$ cat src/rtl/mtu_pkg.sv
package mtu_pkg;

   typedef enum logic [1:0] {
      MODE_U = 2'b00,
      MODE_M = 2'b11
   } mode_e;

   typedef enum logic [1:0] {
      SEL_STATUS = 2'd0,
      SEL_EPC    = 2'd1,
      SEL_CAUSE  = 2'd2,
      SEL_VECTOR = 2'd3
   } csr_sel_e;

   localparam int CAUSE_ILLEGAL = 2;
   localparam int CAUSE_ENV_U   = 8;
   localparam int CAUSE_ENV_M   = 11;

   localparam int ST_IE    = 0;
   localparam int ST_PIE   = 1;
   localparam int ST_PMODE = 2;
   localparam int ST_W     = 4;

   function automatic logic mode_legal(input logic [1:0] m, input bit user_ok);
      return (m == MODE_M) || (user_ok && (m == MODE_U));
   endfunction

endpackage

$ cat src/rtl/mtu_arbiter.sv
module mtu_arbiter
   import mtu_pkg::*;
#(
   parameter int CODE_W   = 5,
   parameter int IRQ_CODE = 11
) (
   input  logic              valid,
   input  logic              irq,
   input  logic              ill,
   input  logic              env,
   input  logic              ret,
   input  logic              csr_we,
   input  mode_e             cur_mode,
   input  logic              cur_ie,
   output logic              take_trap,
   output logic              trap_is_irq,
   output logic [CODE_W-1:0] trap_code,
   output logic              do_ret,
   output logic              do_csr_wr
);

   logic in_user;
   logic irq_hit;
   logic exc_hit;

   always_comb begin
      in_user     = (cur_mode == MODE_U);
      irq_hit     = valid && irq && cur_ie;
      exc_hit     = valid && (ill || env || (ret && in_user) || (csr_we && in_user));
      take_trap   = irq_hit || exc_hit;
      trap_is_irq = irq_hit;
      do_ret      = valid && ret && !irq_hit && !exc_hit;
      do_csr_wr   = valid && csr_we && !irq_hit && !exc_hit && !ret;
      if (irq_hit)
         trap_code = CODE_W'(IRQ_CODE);
      else if (env && !ill)
         trap_code = in_user ? CODE_W'(CAUSE_ENV_U) : CODE_W'(CAUSE_ENV_M);
      else
         trap_code = CODE_W'(CAUSE_ILLEGAL);
   end

endmodule

$ cat src/rtl/mtu_status.sv
module mtu_status
   import mtu_pkg::*;
#(
   parameter bit    SUPPORT_USER    = 1'b1,
   parameter mode_e RESET_PREV_MODE = MODE_U
) (
   input  logic       clk,
   input  logic       rst_n,
   input  logic       take_trap,
   input  logic       do_ret,
   input  logic       status_we,
   input  logic       w_ie,
   input  logic       w_pie,
   input  logic [1:0] w_pmode,
   output mode_e      mode,
   output logic       ie,
   output logic       pie,
   output mode_e      pmode
);

   localparam mode_e LEAST = SUPPORT_USER ? MODE_U : MODE_M;

   if (!mode_legal(RESET_PREV_MODE, SUPPORT_USER)) begin : g_bad_reset_mode
      $error("RESET_PREV_MODE is not a supported mode");
   end

   always_ff @(posedge clk) begin
      if (!rst_n) begin
         ie  <= 1'b0;
         pie <= 1'b0;
      end else if (take_trap) begin
         pie <= ie;
         ie  <= 1'b0;
      end else if (do_ret) begin
         ie  <= pie;
         pie <= 1'b1;
      end else if (status_we) begin
         ie  <= w_ie;
         pie <= w_pie;
      end
   end

   if (SUPPORT_USER) begin : g_two_modes
      always_ff @(posedge clk) begin
         if (!rst_n) begin
            mode  <= MODE_M;
            pmode <= RESET_PREV_MODE;
         end else if (take_trap) begin
            pmode <= mode;
            mode  <= MODE_M;
         end else if (do_ret) begin
            mode  <= pmode;
            pmode <= LEAST;
         end else if (status_we && mode_legal(w_pmode, SUPPORT_USER)) begin
            pmode <= mode_e'(w_pmode);
         end
      end
   end else begin : g_machine_only
      assign mode  = MODE_M;
      assign pmode = MODE_M;
   end

   a_r2_trap_enters_machine: assert property (@(posedge clk) disable iff (!rst_n)
      take_trap |=> (mode == MODE_M) && !ie);

   a_r2_trap_pushes_state: assert property (@(posedge clk) disable iff (!rst_n)
      take_trap |=> (pie == $past(ie)) && (pmode == $past(mode)));

   a_r3_return_pops_state: assert property (@(posedge clk) disable iff (!rst_n)
      do_ret |=> (mode == $past(pmode)) && (ie == $past(pie)) && (pmode == LEAST) && pie);

   a_r3_lower_only_by_return: assert property (@(posedge clk) disable iff (!rst_n)
      (mode == MODE_M) && !do_ret |=> (mode == MODE_M));

   a_r10_saved_mode_legal: assert property (@(posedge clk) disable iff (!rst_n)
      mode_legal(pmode, SUPPORT_USER));

endmodule

$ cat src/rtl/mtu_regs.sv
module mtu_regs
   import mtu_pkg::*;
#(
   parameter int XLEN   = 32,
   parameter int CODE_W = 5
) (
   input  logic              clk,
   input  logic              rst_n,
   input  logic              take_trap,
   input  logic              trap_is_irq,
   input  logic [CODE_W-1:0] trap_code,
   input  logic [XLEN-1:0]   pc,
   input  logic              wr_en,
   input  logic [1:0]        sel,
   input  logic [XLEN-1:0]   wdata,
   input  logic [ST_W-1:0]   status_bits,
   output logic [XLEN-1:0]   epc,
   output logic [XLEN-1:0]   vector,
   output logic [XLEN-1:0]   rdata
);

   localparam logic [XLEN-1:0] ALIGN = ~XLEN'(3);
   localparam int              PAD_W = XLEN - 1 - CODE_W;

   logic [XLEN-1:0] cause;

   always_ff @(posedge clk) begin
      if (!rst_n) begin
         epc    <= '0;
         cause  <= '0;
         vector <= '0;
      end else if (take_trap) begin
         epc   <= pc & ALIGN;
         cause <= {trap_is_irq, {PAD_W{1'b0}}, trap_code};
      end else if (wr_en) begin
         case (csr_sel_e'(sel))
            SEL_EPC:    epc    <= wdata & ALIGN;
            SEL_CAUSE:  cause  <= wdata;
            SEL_VECTOR: vector <= wdata & ALIGN;
            default:    ;
         endcase
      end
   end

   always_comb begin
      case (csr_sel_e'(sel))
         SEL_STATUS: rdata = XLEN'(status_bits);
         SEL_EPC:    rdata = epc;
         SEL_CAUSE:  rdata = cause;
         default:    rdata = vector;
      endcase
   end

   a_r7_cause_top_bit: assert property (@(posedge clk) disable iff (!rst_n)
      take_trap |=> (cause[XLEN-1] == $past(trap_is_irq)));

   a_r4_epc_is_own_pc: assert property (@(posedge clk) disable iff (!rst_n)
      take_trap |=> (epc == $past(pc & ALIGN)));

   a_r9_aligned_pointers: assert property (@(posedge clk) disable iff (!rst_n)
      (epc[1:0] == 2'b00) && (vector[1:0] == 2'b00));

endmodule

$ cat src/rtl/trap_return_unit.sv
module trap_return_unit
   import mtu_pkg::*;
#(
   parameter int    XLEN            = 32,
   parameter int    CODE_W          = 5,
   parameter int    IRQ_CODE        = 11,
   parameter bit    SUPPORT_USER    = 1'b1,
   parameter mode_e RESET_PREV_MODE = MODE_U
) (
   input  logic            clk,
   input  logic            rst_n,
   input  logic            instr_valid_i,
   input  logic [XLEN-1:0] instr_pc_i,
   input  logic            illegal_i,
   input  logic            env_call_i,
   input  logic            return_i,
   input  logic            irq_i,
   input  logic            csr_we_i,
   input  logic [1:0]      csr_sel_i,
   input  logic [XLEN-1:0] csr_wdata_i,
   output logic [XLEN-1:0] csr_rdata_o,
   output logic            redirect_o,
   output logic [XLEN-1:0] redirect_pc_o,
   output logic [1:0]      mode_o,
   output logic            irq_enable_o
);

   if (XLEN < 16) begin : g_bad_xlen
      $error("XLEN must be at least 16");
   end
   if (CODE_W + 1 >= XLEN) begin : g_bad_code_w
      $error("CODE_W leaves no room for the interrupt flag");
   end
   if (IRQ_CODE >= (1 << CODE_W) || CAUSE_ENV_M >= (1 << CODE_W)) begin : g_bad_code
      $error("cause codes do not fit CODE_W");
   end

   logic              take_trap;
   logic              trap_is_irq;
   logic [CODE_W-1:0] trap_code;
   logic              do_ret;
   logic              do_csr_wr;
   mode_e             mode;
   mode_e             pmode;
   logic              ie;
   logic              pie;
   logic [XLEN-1:0]   epc;
   logic [XLEN-1:0]   vector;
   logic [ST_W-1:0]   status_bits;
   logic              status_we;

   mtu_arbiter #(
      .CODE_W   (CODE_W),
      .IRQ_CODE (IRQ_CODE)
   ) i_arbiter (
      .valid       (instr_valid_i),
      .irq         (irq_i),
      .ill         (illegal_i),
      .env         (env_call_i),
      .ret         (return_i),
      .csr_we      (csr_we_i),
      .cur_mode    (mode),
      .cur_ie      (ie),
      .take_trap   (take_trap),
      .trap_is_irq (trap_is_irq),
      .trap_code   (trap_code),
      .do_ret      (do_ret),
      .do_csr_wr   (do_csr_wr)
   );

   assign status_we = do_csr_wr && (csr_sel_e'(csr_sel_i) == SEL_STATUS);

   mtu_status #(
      .SUPPORT_USER    (SUPPORT_USER),
      .RESET_PREV_MODE (RESET_PREV_MODE)
   ) i_status (
      .clk       (clk),
      .rst_n     (rst_n),
      .take_trap (take_trap),
      .do_ret    (do_ret),
      .status_we (status_we),
      .w_ie      (csr_wdata_i[ST_IE]),
      .w_pie     (csr_wdata_i[ST_PIE]),
      .w_pmode   (csr_wdata_i[ST_PMODE+1:ST_PMODE]),
      .mode      (mode),
      .ie        (ie),
      .pie       (pie),
      .pmode     (pmode)
   );

   assign status_bits = {pmode, pie, ie};

   mtu_regs #(
      .XLEN   (XLEN),
      .CODE_W (CODE_W)
   ) i_regs (
      .clk         (clk),
      .rst_n       (rst_n),
      .take_trap   (take_trap),
      .trap_is_irq (trap_is_irq),
      .trap_code   (trap_code),
      .pc          (instr_pc_i),
      .wr_en       (do_csr_wr),
      .sel         (csr_sel_i),
      .wdata       (csr_wdata_i),
      .status_bits (status_bits),
      .epc         (epc),
      .vector      (vector),
      .rdata       (csr_rdata_o)
   );

   assign redirect_o    = take_trap || do_ret;
   assign redirect_pc_o = take_trap ? vector : epc;
   assign mode_o        = mode;
   assign irq_enable_o  = ie;

   a_r8_single_action: assert property (@(posedge clk) disable iff (!rst_n)
      $onehot0({take_trap, do_ret, do_csr_wr}));

   a_r12_idle_no_redirect: assert property (@(posedge clk) disable iff (!rst_n)
      !instr_valid_i |-> !redirect_o);

   a_r12_idle_holds_mode: assert property (@(posedge clk) disable iff (!rst_n)
      !instr_valid_i |=> (mode_o == $past(mode_o)) && (irq_enable_o == $past(irq_enable_o)));

   a_r2_target_aligned: assert property (@(posedge clk) disable iff (!rst_n)
      redirect_o |-> (redirect_pc_o[1:0] == 2'b00));

   a_r7_irq_masked: assert property (@(posedge clk) disable iff (!rst_n)
      (irq_i && !irq_enable_o && !illegal_i && !env_call_i && !return_i && !csr_we_i)
         |-> !redirect_o);

endmodule

$ cat config.mk
export PLATFORM = sky130hd
export DESIGN_NAME = trap_return_unit
export DESIGN_NICKNAME = d
export VERILOG_FILES = /design/src/rtl/mtu_pkg.sv /design/src/rtl/mtu_arbiter.sv /design/src/rtl/mtu_status.sv /design/src/rtl/mtu_regs.sv /design/src/rtl/trap_return_unit.sv
export SDC_FILE = /design/constraint.sdc
export NUM_CORES = 1
export LEC_CHECK = 0
export CAP_MARGIN = 5
export CELL_PAD_IN_SITES_DETAIL_PLACEMENT = 0
export CELL_PAD_IN_SITES_GLOBAL_PLACEMENT = 2
export CORE_ASPECT_RATIO = 1.1
export CORE_MARGIN = 2
export CORE_UTILIZATION = 30
export CTS_CLUSTER_SIZE = 25
export DETAILED_ROUTE_END_ITERATION = 12
export GPL_TIMING_DRIVEN = 0
export PLACE_DENSITY = 0.83
export SKIP_LAST_GASP = 1
export SLEW_MARGIN = 30
export SYNTH_ARGS = -nofsm -noshare
export SYNTH_HDL_FRONTEND = slang
export SYNTH_SLANG_ARGS = --single-unit
$ cat constraint.sdc
create_clock -name clk -period 3.3 [get_ports clk]
set_input_delay 0.66 -clock clk [delete_from_list [all_inputs] [get_ports clk]]
set_output_delay 0.66 -clock clk [all_outputs]
set_load 0.02 [all_outputs]
==> impl_metrics.json, run 1 <==
{
  "p_per_area_nw_per_um2": 404,
  "crit_path_end_kind": "primary output",
  "seq_area_frac_synth_pct": 38.7,
  "crit_path_max_fanout": 10,
  "synth_area_um2": 5070,
  "vias": 5076,
  "peakVddDrop_mv": 0.258,
  "avgViaCountPerCell": 5.30,
  "die_x_um": 128,
  "coreArea_um2": 16400,
  "hold_buffers": 0,
  "drtPass1Iterations": 5,
  "run_status": "completed",
  "cts.sinks": 98,
  "synthTopCellsByArea": "dfxtp_1 39%, mux2_2 13%, nand2_1 12%, a21oi_1 5.9%, a22o_1 4.8%",
  "synth_cell_type_count": 48,
  "synth_top_cell_by_area": "dfxtp_1",
  "stdcell_count": 958,
  "crit_type": "in -> out",
  "max_cap_violations": 0,
  "cpLargestDelayFamily": "buffers and inverters",
  "fmax_mhz": 310,
  "hold_class": "reg -> reg",
  "num_antenna_cells": 0,
  "worstPathCellList": "dlygate4sd2_1 > a211o_1 > buf_6 > a21oi_2 > nand2b_4 > clkbuf_16 > mux2_2 > clkdlybuf4s15_2",
  "cp_data_arrival_time_ps": 2570,
  "rows": 49,
  "yosysWarnings": 0,
  "nets": 823,
  "root_buffer": "clkbuf_16",
  "cts_made_buffers": 9,
  "synthCells": 600,
  "gp_congestion": 0.847,
  "drt_wl_total_um": 19800,
  "rsz0062_at_grt": "true",
  "drtIter0Drc": 373,
  "r2r_start": "i_status.mode[0]$_SDFFE_PP1P_",
  "clock_path_buffers": 2,
  "grtUsageTotal_pct": 21.7,
  "clock_skew_ps": 5.20,
  "ant_nets": 0,
  "synth_seq_cells": 98,
  "synth_top_area_share_pct": 38.7,
  "async_reset_ff_share_pct": 0,
  "avgSynthCellArea_um2": 8.45,
  "worst_setup_hold_path_clk_slew_ps": 70,
  "ioPinCount": 142,
  "min_from": "i_regs.cause[24]$_SDFFE_PP0P_",
  "startpoint": "irq_i",
  "dpl_worst_slack_ps": -684,
  "die_h_um": 140,
  "grt.overflow.total": 0,
  "final_common_cell": "nand2_1",
  "grt_pass1_wl_um": 29800,
  "slew_headroom_pct": 46.8,
  "grt_antenna_before_repair": 0,
  "cp.required_ps": 2640,
  "start_util_pct": 30.9,
  "layout_setup_ws_ps": 69.6,
  "slowest_delay_ps": 330,
  "drive_gt1_share_pct": 21.4,
  "hold_viol_final": 0,
  "power.leakage_nw": 2.56,
  "period_share_pct": 97.9,
  "drv_slew": 0,
  "grt_max_degree": 17,
  "portBuffers": 135,
  "cts_max_level": 3,
  "synthToLayoutAreaGrowth_pct": 39.2,
  "synth_edf_count": 0,
  "wl_per_cell_um": 20.7,
  "worst_path_max_delay_cell": "mux2_2",
  "place_inst": 940,
  "worstSkewPairLatency_ps": 350,
  "worstSetupStartpointType": "primary input",
  "synth_ff_type": "dfxtp_1",
  "setup_viol_count_final": 0,
  "layout_common_cells": "168 x nand2_1, 100 x clkdlybuf4s50_1, 98 x dfxtp_1, 59 x a21oi_1, 58 x mux2_2",
  "cp_num_buf_inv": 4,
  "hpwl_um": 14000,
  "die-area_um2": 18000,
  "cts_tree": "done",
  "worstMarginPinSlew_ps": 798,
  "grt_pass1_vias": 5064,
  "fin_crit_ps": 3230,
  "finalPower_mw": 2.86,
  "drc": 0
}
-- registers in the layout, indices dropped and copies added, names as in the netlist --
name and flops:
i_status.pmode 2, i_status.ie 1, i_regs.cause 32, i_regs.epc 30, i_regs.vector 30, i_status.pie 1
i_status.mode 2
-- path summary, 6_finish.rpt --
kind	end	slack, ps	cells past startpoint
worst min register to register	i_regs.cause[24]$_SDFFE_PP0P_	460	2
worst max register to register	i_regs.epc[20]$_SDFFE_PN0P_	1110	5
worst max-delay path	redirect_pc_o[10]	70	8
worst min-delay path	i_regs.cause[24]$_SDFFE_PP0P_	460	2
-- through the flow --
step           util [%]  setup TNS [ps]  hold WS [ps]  instance area [um^2]
2_1_floorplan         -               0           433                  5070
3_3_place_gp       40.7          -27210           440                  6680
3_5_place_dp       40.7          -26210           447                  6680
4_1_cts            43.1               0           457                  7070
5_1_grt            43.0               0           478                  7060
6_report           43.0               0           456                  7060
-- report_power, final --
group | total [mW] | switching [mW] | internal, mW
clock network | 1.10 | 0.486 | 0.609
registers | 1.25 | 0.0294 | 1.22
logic | 0.510 | 0.270 | 0.240
total | 2.86 | 0.786 | 2.07
-- synth_stat cells, types with 6 or more instances --
library cell	instances
o31ai_1	25
o21a_1	7
nand3_1	9
nand2_1	168
buf_2	19
mux2_2	58
buf_4	7
a21oi_1	60
a31oi_1	24
dfxtp_1	98
a22o_1	28
mux2i_1	6
clkbuf_1	25
o221a_2	7
-- kinds of logic (layout without fill, tap and decap cells) --
group,Yosys count,in the layout,share of synthesized area (%)
multiplexers,66,66,15.0
flip-flops,98,98,38.7
AND/OR/NAND/NOR,200,200,16.7
buffers and inverters,61,214,5.95
AO/OA/AOI/OAI,173,173,23.4
other,1,2,0.0740
XOR/XNOR,1,1,0.173
-- what timing repair did --
| item | 4_1_cts | 5_1_grt |
|---|---|---|
| endpoints found under the setup margin | 58 | 27 |
| pin swaps | 0 | 0 |
| resized for setup | 114 | 9 |
| buffers inserted | 2 | 0 |
| cloned | 0 | 1 |
-- routing by layer --
metal  global-route usage (%)  share of wire (%)  wire length [um]  vias up
met4                     7.11                2.3               463        0
met3                     3.36                5.1              1000       26
met5                        0                  0                 0        -
met1                     28.8                 45              8960     2440
met2                     36.2                 47              9410      173
li1                         -                  -                 -     2437
-- cell type report --
| class | count | area [um^2] |
|---|---|---|
| repair buffers | 138 | 1380 |
| inverters | 3 | 11.3 |
| fillers | 1642 | 9370 |
| well taps | 204 | 255 |
| clock buffers | 10 | 239 |
| flip-flops and latches | 98 | 1960 |
| clock inverters | 6 | 66.3 |
| multi-input cells | 442 | 2820 |
| plain buffers | 57 | 329 |
-- worst reg2reg max path: cells and delay by family, from the launching register on --
kind	cells	cell delay, ps
AND/OR/NAND/NOR	2	770
buffers and inverters	1	540
flip-flops	1	480
AO/OA/AOI/OAI	2	340
No activity file was read; power rests on OpenSTA's default activity.
==> run 2, diff against run 1 <==
--- a/config.mk
+++ b/config.mk
@@ -5,7 +5,6 @@
 export SDC_FILE = /design/constraint.sdc
 export NUM_CORES = 1
 export LEC_CHECK = 0
-export CAP_MARGIN = 5
 export CELL_PAD_IN_SITES_DETAIL_PLACEMENT = 0
 export CELL_PAD_IN_SITES_GLOBAL_PLACEMENT = 2
 export CORE_ASPECT_RATIO = 1.1
@@ -13,8 +12,8 @@
 export CORE_UTILIZATION = 30
 export CTS_CLUSTER_SIZE = 25
 export DETAILED_ROUTE_END_ITERATION = 12
-export GPL_TIMING_DRIVEN = 0
 export PLACE_DENSITY = 0.83
+export SETUP_SLACK_MARGIN = 0.3
 export SKIP_LAST_GASP = 1
 export SLEW_MARGIN = 30
 export SYNTH_ARGS = -nofsm -noshare
==> impl_metrics.json, run 2 (synthesis gave the netlist of run 1 again) <==
{
  "worstPathCellList": "clkdlybuf4s50_1 > buf_4 > o31a_1 > clkdlybuf4s50_1",
  "peakVddDrop_mv": 0.240,
  "place_inst": 927,
  "hpwl_um": 12200,
  "wl_per_cell_um": 20.1,
  "largest_reg_flops": 32,
  "period_share_pct": 90.0,
  "min_from": "i_regs.cause[24]$_SDFFE_PP0P_",
  "seqPwrFrac_pct": 43.6,
  "worst_path_most_repeated_cell": "clkdlybuf4s50_1",
  "worst_setup_hold_path_clk_slew_ps": 70,
  "cts_tree": "done",
  "synthToLayoutAreaGrowth_pct": 43.3,
  "power.leakage_nw": 2.76,
  "start_util_pct": 30.9,
  "fin_crit_ps": 2970,
  "rows": 49,
  "fmax_mhz": 337,
  "top_register": "i_regs.cause",
  "grtUsageTotal_pct": 21.1,
  "cts_made_buffers": 9,
  "ioPinCount": 142,
  "num_antenna_cells": 0,
  "grt.overflow.total": 0,
  "layout_setup_ws_ps": 331,
  "p_int_mw": 2.09,
  "grt_max_degree": 31,
  "cp_data_arrival_time_ps": 2310,
  "final_common_cell": "nand2_1",
  "worst_hold_slack_ps": 452,
  "worstSetupStartpointType": "primary input",
  "crit_type": "in -> out",
  "cts_max_level": 3,
  "largestRegisters": "i_regs.cause (32), i_regs.epc (30), i_regs.vector (30)",
  "worst_path_max_delay_cell": "clkdlybuf4s50_1",
  "rr_endpoint": "i_regs.epc[8]$_SDFFE_PN0P_",
  "power_frac_comb_pct": 19.3,
  "max_cap_violations": 0,
  "gp_congestion": 0.852,
  "drt_wl_total_um": 19200,
  "drc": 0,
  "crit_path_max_fanout": 12,
  "fin_util_pct": 44.2,
  "slew_headroom_pct": 57.7,
  "rsz0062_at_grt": "false",
  "fillers": 1629,
  "vias": 5105,
  "switching_power_mw": 0.779,
  "avgViaCountPerCell": 5.33,
  "hold_viol_final": 0,
  "grt_pass1_vias": 5224,
  "cp.required_ps": 2640,
  "worstSkewPairLatency_ps": 350,
  "cts.sinks": 98,
  "crit_path_end_kind": "primary output",
  "hold_buffers": 0,
  "r2r_start": "i_status.ie$_SDFFE_PP0P_",
  "drtIter0Drc": 363,
  "slowest_delay_ps": 640,
  "drtPass1Iterations": 5,
  "hold-path-cell-count": 2,
  "portBuffers": 137,
  "die_h_um": 140,
  "cpLargestDelayFamily": "buffers and inverters",
  "cp_num_buf_inv": 3,
  "setup_viol_count_final": 0,
  "nets": 822,
  "die_x_um": 128,
  "root_buffer": "clkbuf_16",
  "ant_nets": 0,
  "stdcell_count": 957,
  "die-area_um2": 18000,
  "dpl_worst_slack_ps": -268,
  "clockPowerShare_pct": 37.1,
  "worstMarginPinSlew_ps": 634,
  "coreArea_um2": 16400,
  "run_status": "completed",
  "clock_skew_ps": 6.85,
  "reg2reg_slack_ps": 1100,
  "worstHoldEndpoint": "i_regs.cause[24]$_SDFFE_PP0P_",
  "grt_pass1_wl_um": 29200,
  "rr_worst_depth": 6,
  "layout_common_cells": "168 x nand2_1, 99 x clkdlybuf4s50_1, 98 x dfxtp_1, 59 x a21oi_1, 53 x mux2_2",
  "grt_antenna_before_repair": 0,
  "finalPower_mw": 2.86,
  "drv_slew": 0,
  "p_per_area_nw_per_um2": 394,
  "clock_path_buffers": 2,
  "switching_share_pct": 27.2,
  "hold_class": "reg -> reg",
  "drive_gt1_share_pct": 25.1
}
## run 2: worst max-delay path by stage
stage / from / endpoint / slack, ps / cells past startpoint
finish: instr_valid_i / redirect_o / 330 / 4
CTS: env_call_i / redirect_pc_o[24] / 310 / 9
detailed placement: return_i / redirect_pc_o[18] / -270 / 7
global placement: return_i / redirect_pc_o[3] / -240 / 7
global route: csr_we_i / redirect_pc_o[5] / 310 / 9
floorplan: irq_i / redirect_pc_o[10] / 590 / 7
## run 2: power groups by stage
stage               logic (mW)  registers, mW  clock network, mW
floorplan                0.249           1.27                  0
global placement         0.510           1.27                  0
detailed placement       0.515           1.27                  0
CTS                      0.539           1.25               1.09
global route             0.585           1.25               1.13
finish                   0.552           1.25               1.06
## run 2: worst reg2reg max path, delay by kind of cell (launching register included)
| family | cells | cell delay, ps |
|---|---|---|
| flops | 1 | 330 |
| compound gates | 3 | 840 |
| buf+inv | 2 | 440 |
| simple gates | 1 | 540 |
## run 2: metal layers
layer | vias to the layer above | part of all wire, % | global-route usage, %
met4 | 0 | 1.7 | 7.17
met1 | 2462 | 45 | 26.8
met3 | 18 | 6.6 | 4.01
li1 | 2431 | - | -
met2 | 194 | 47 | 35.7
met5 | - | 0 | 0
## run 2: area by class of cell
cell class	instances	area (um^2)	area share (%)
multi-input cells	442	2890	39.8
clock buffers	9	225	3.10
inverters	3	11.3	0.155
flip-flops and latches	98	1960	27.0
well taps	204	255	3.51
repair buffers	194	1850	25.4
clock inverters	7	70.1	0.965
## run 2: what timing repair did
action / CTS / global route
gates resized for setup: 144 / 9
setup endpoints to repair: 31 / 32
setup buffers: 8 / 1
cloned: 3 / 1
pin swaps: 2 / 3
## run 2: through the flow
step                      setup TNS (ps)  instance area [um^2]
after global routing                   0                  7260
after global placement             -6890                  6820
after detailed placement           -7460                  6820
after CTS                              0                  7190
after floorplan                        0                  5070
final                                  0                  7260
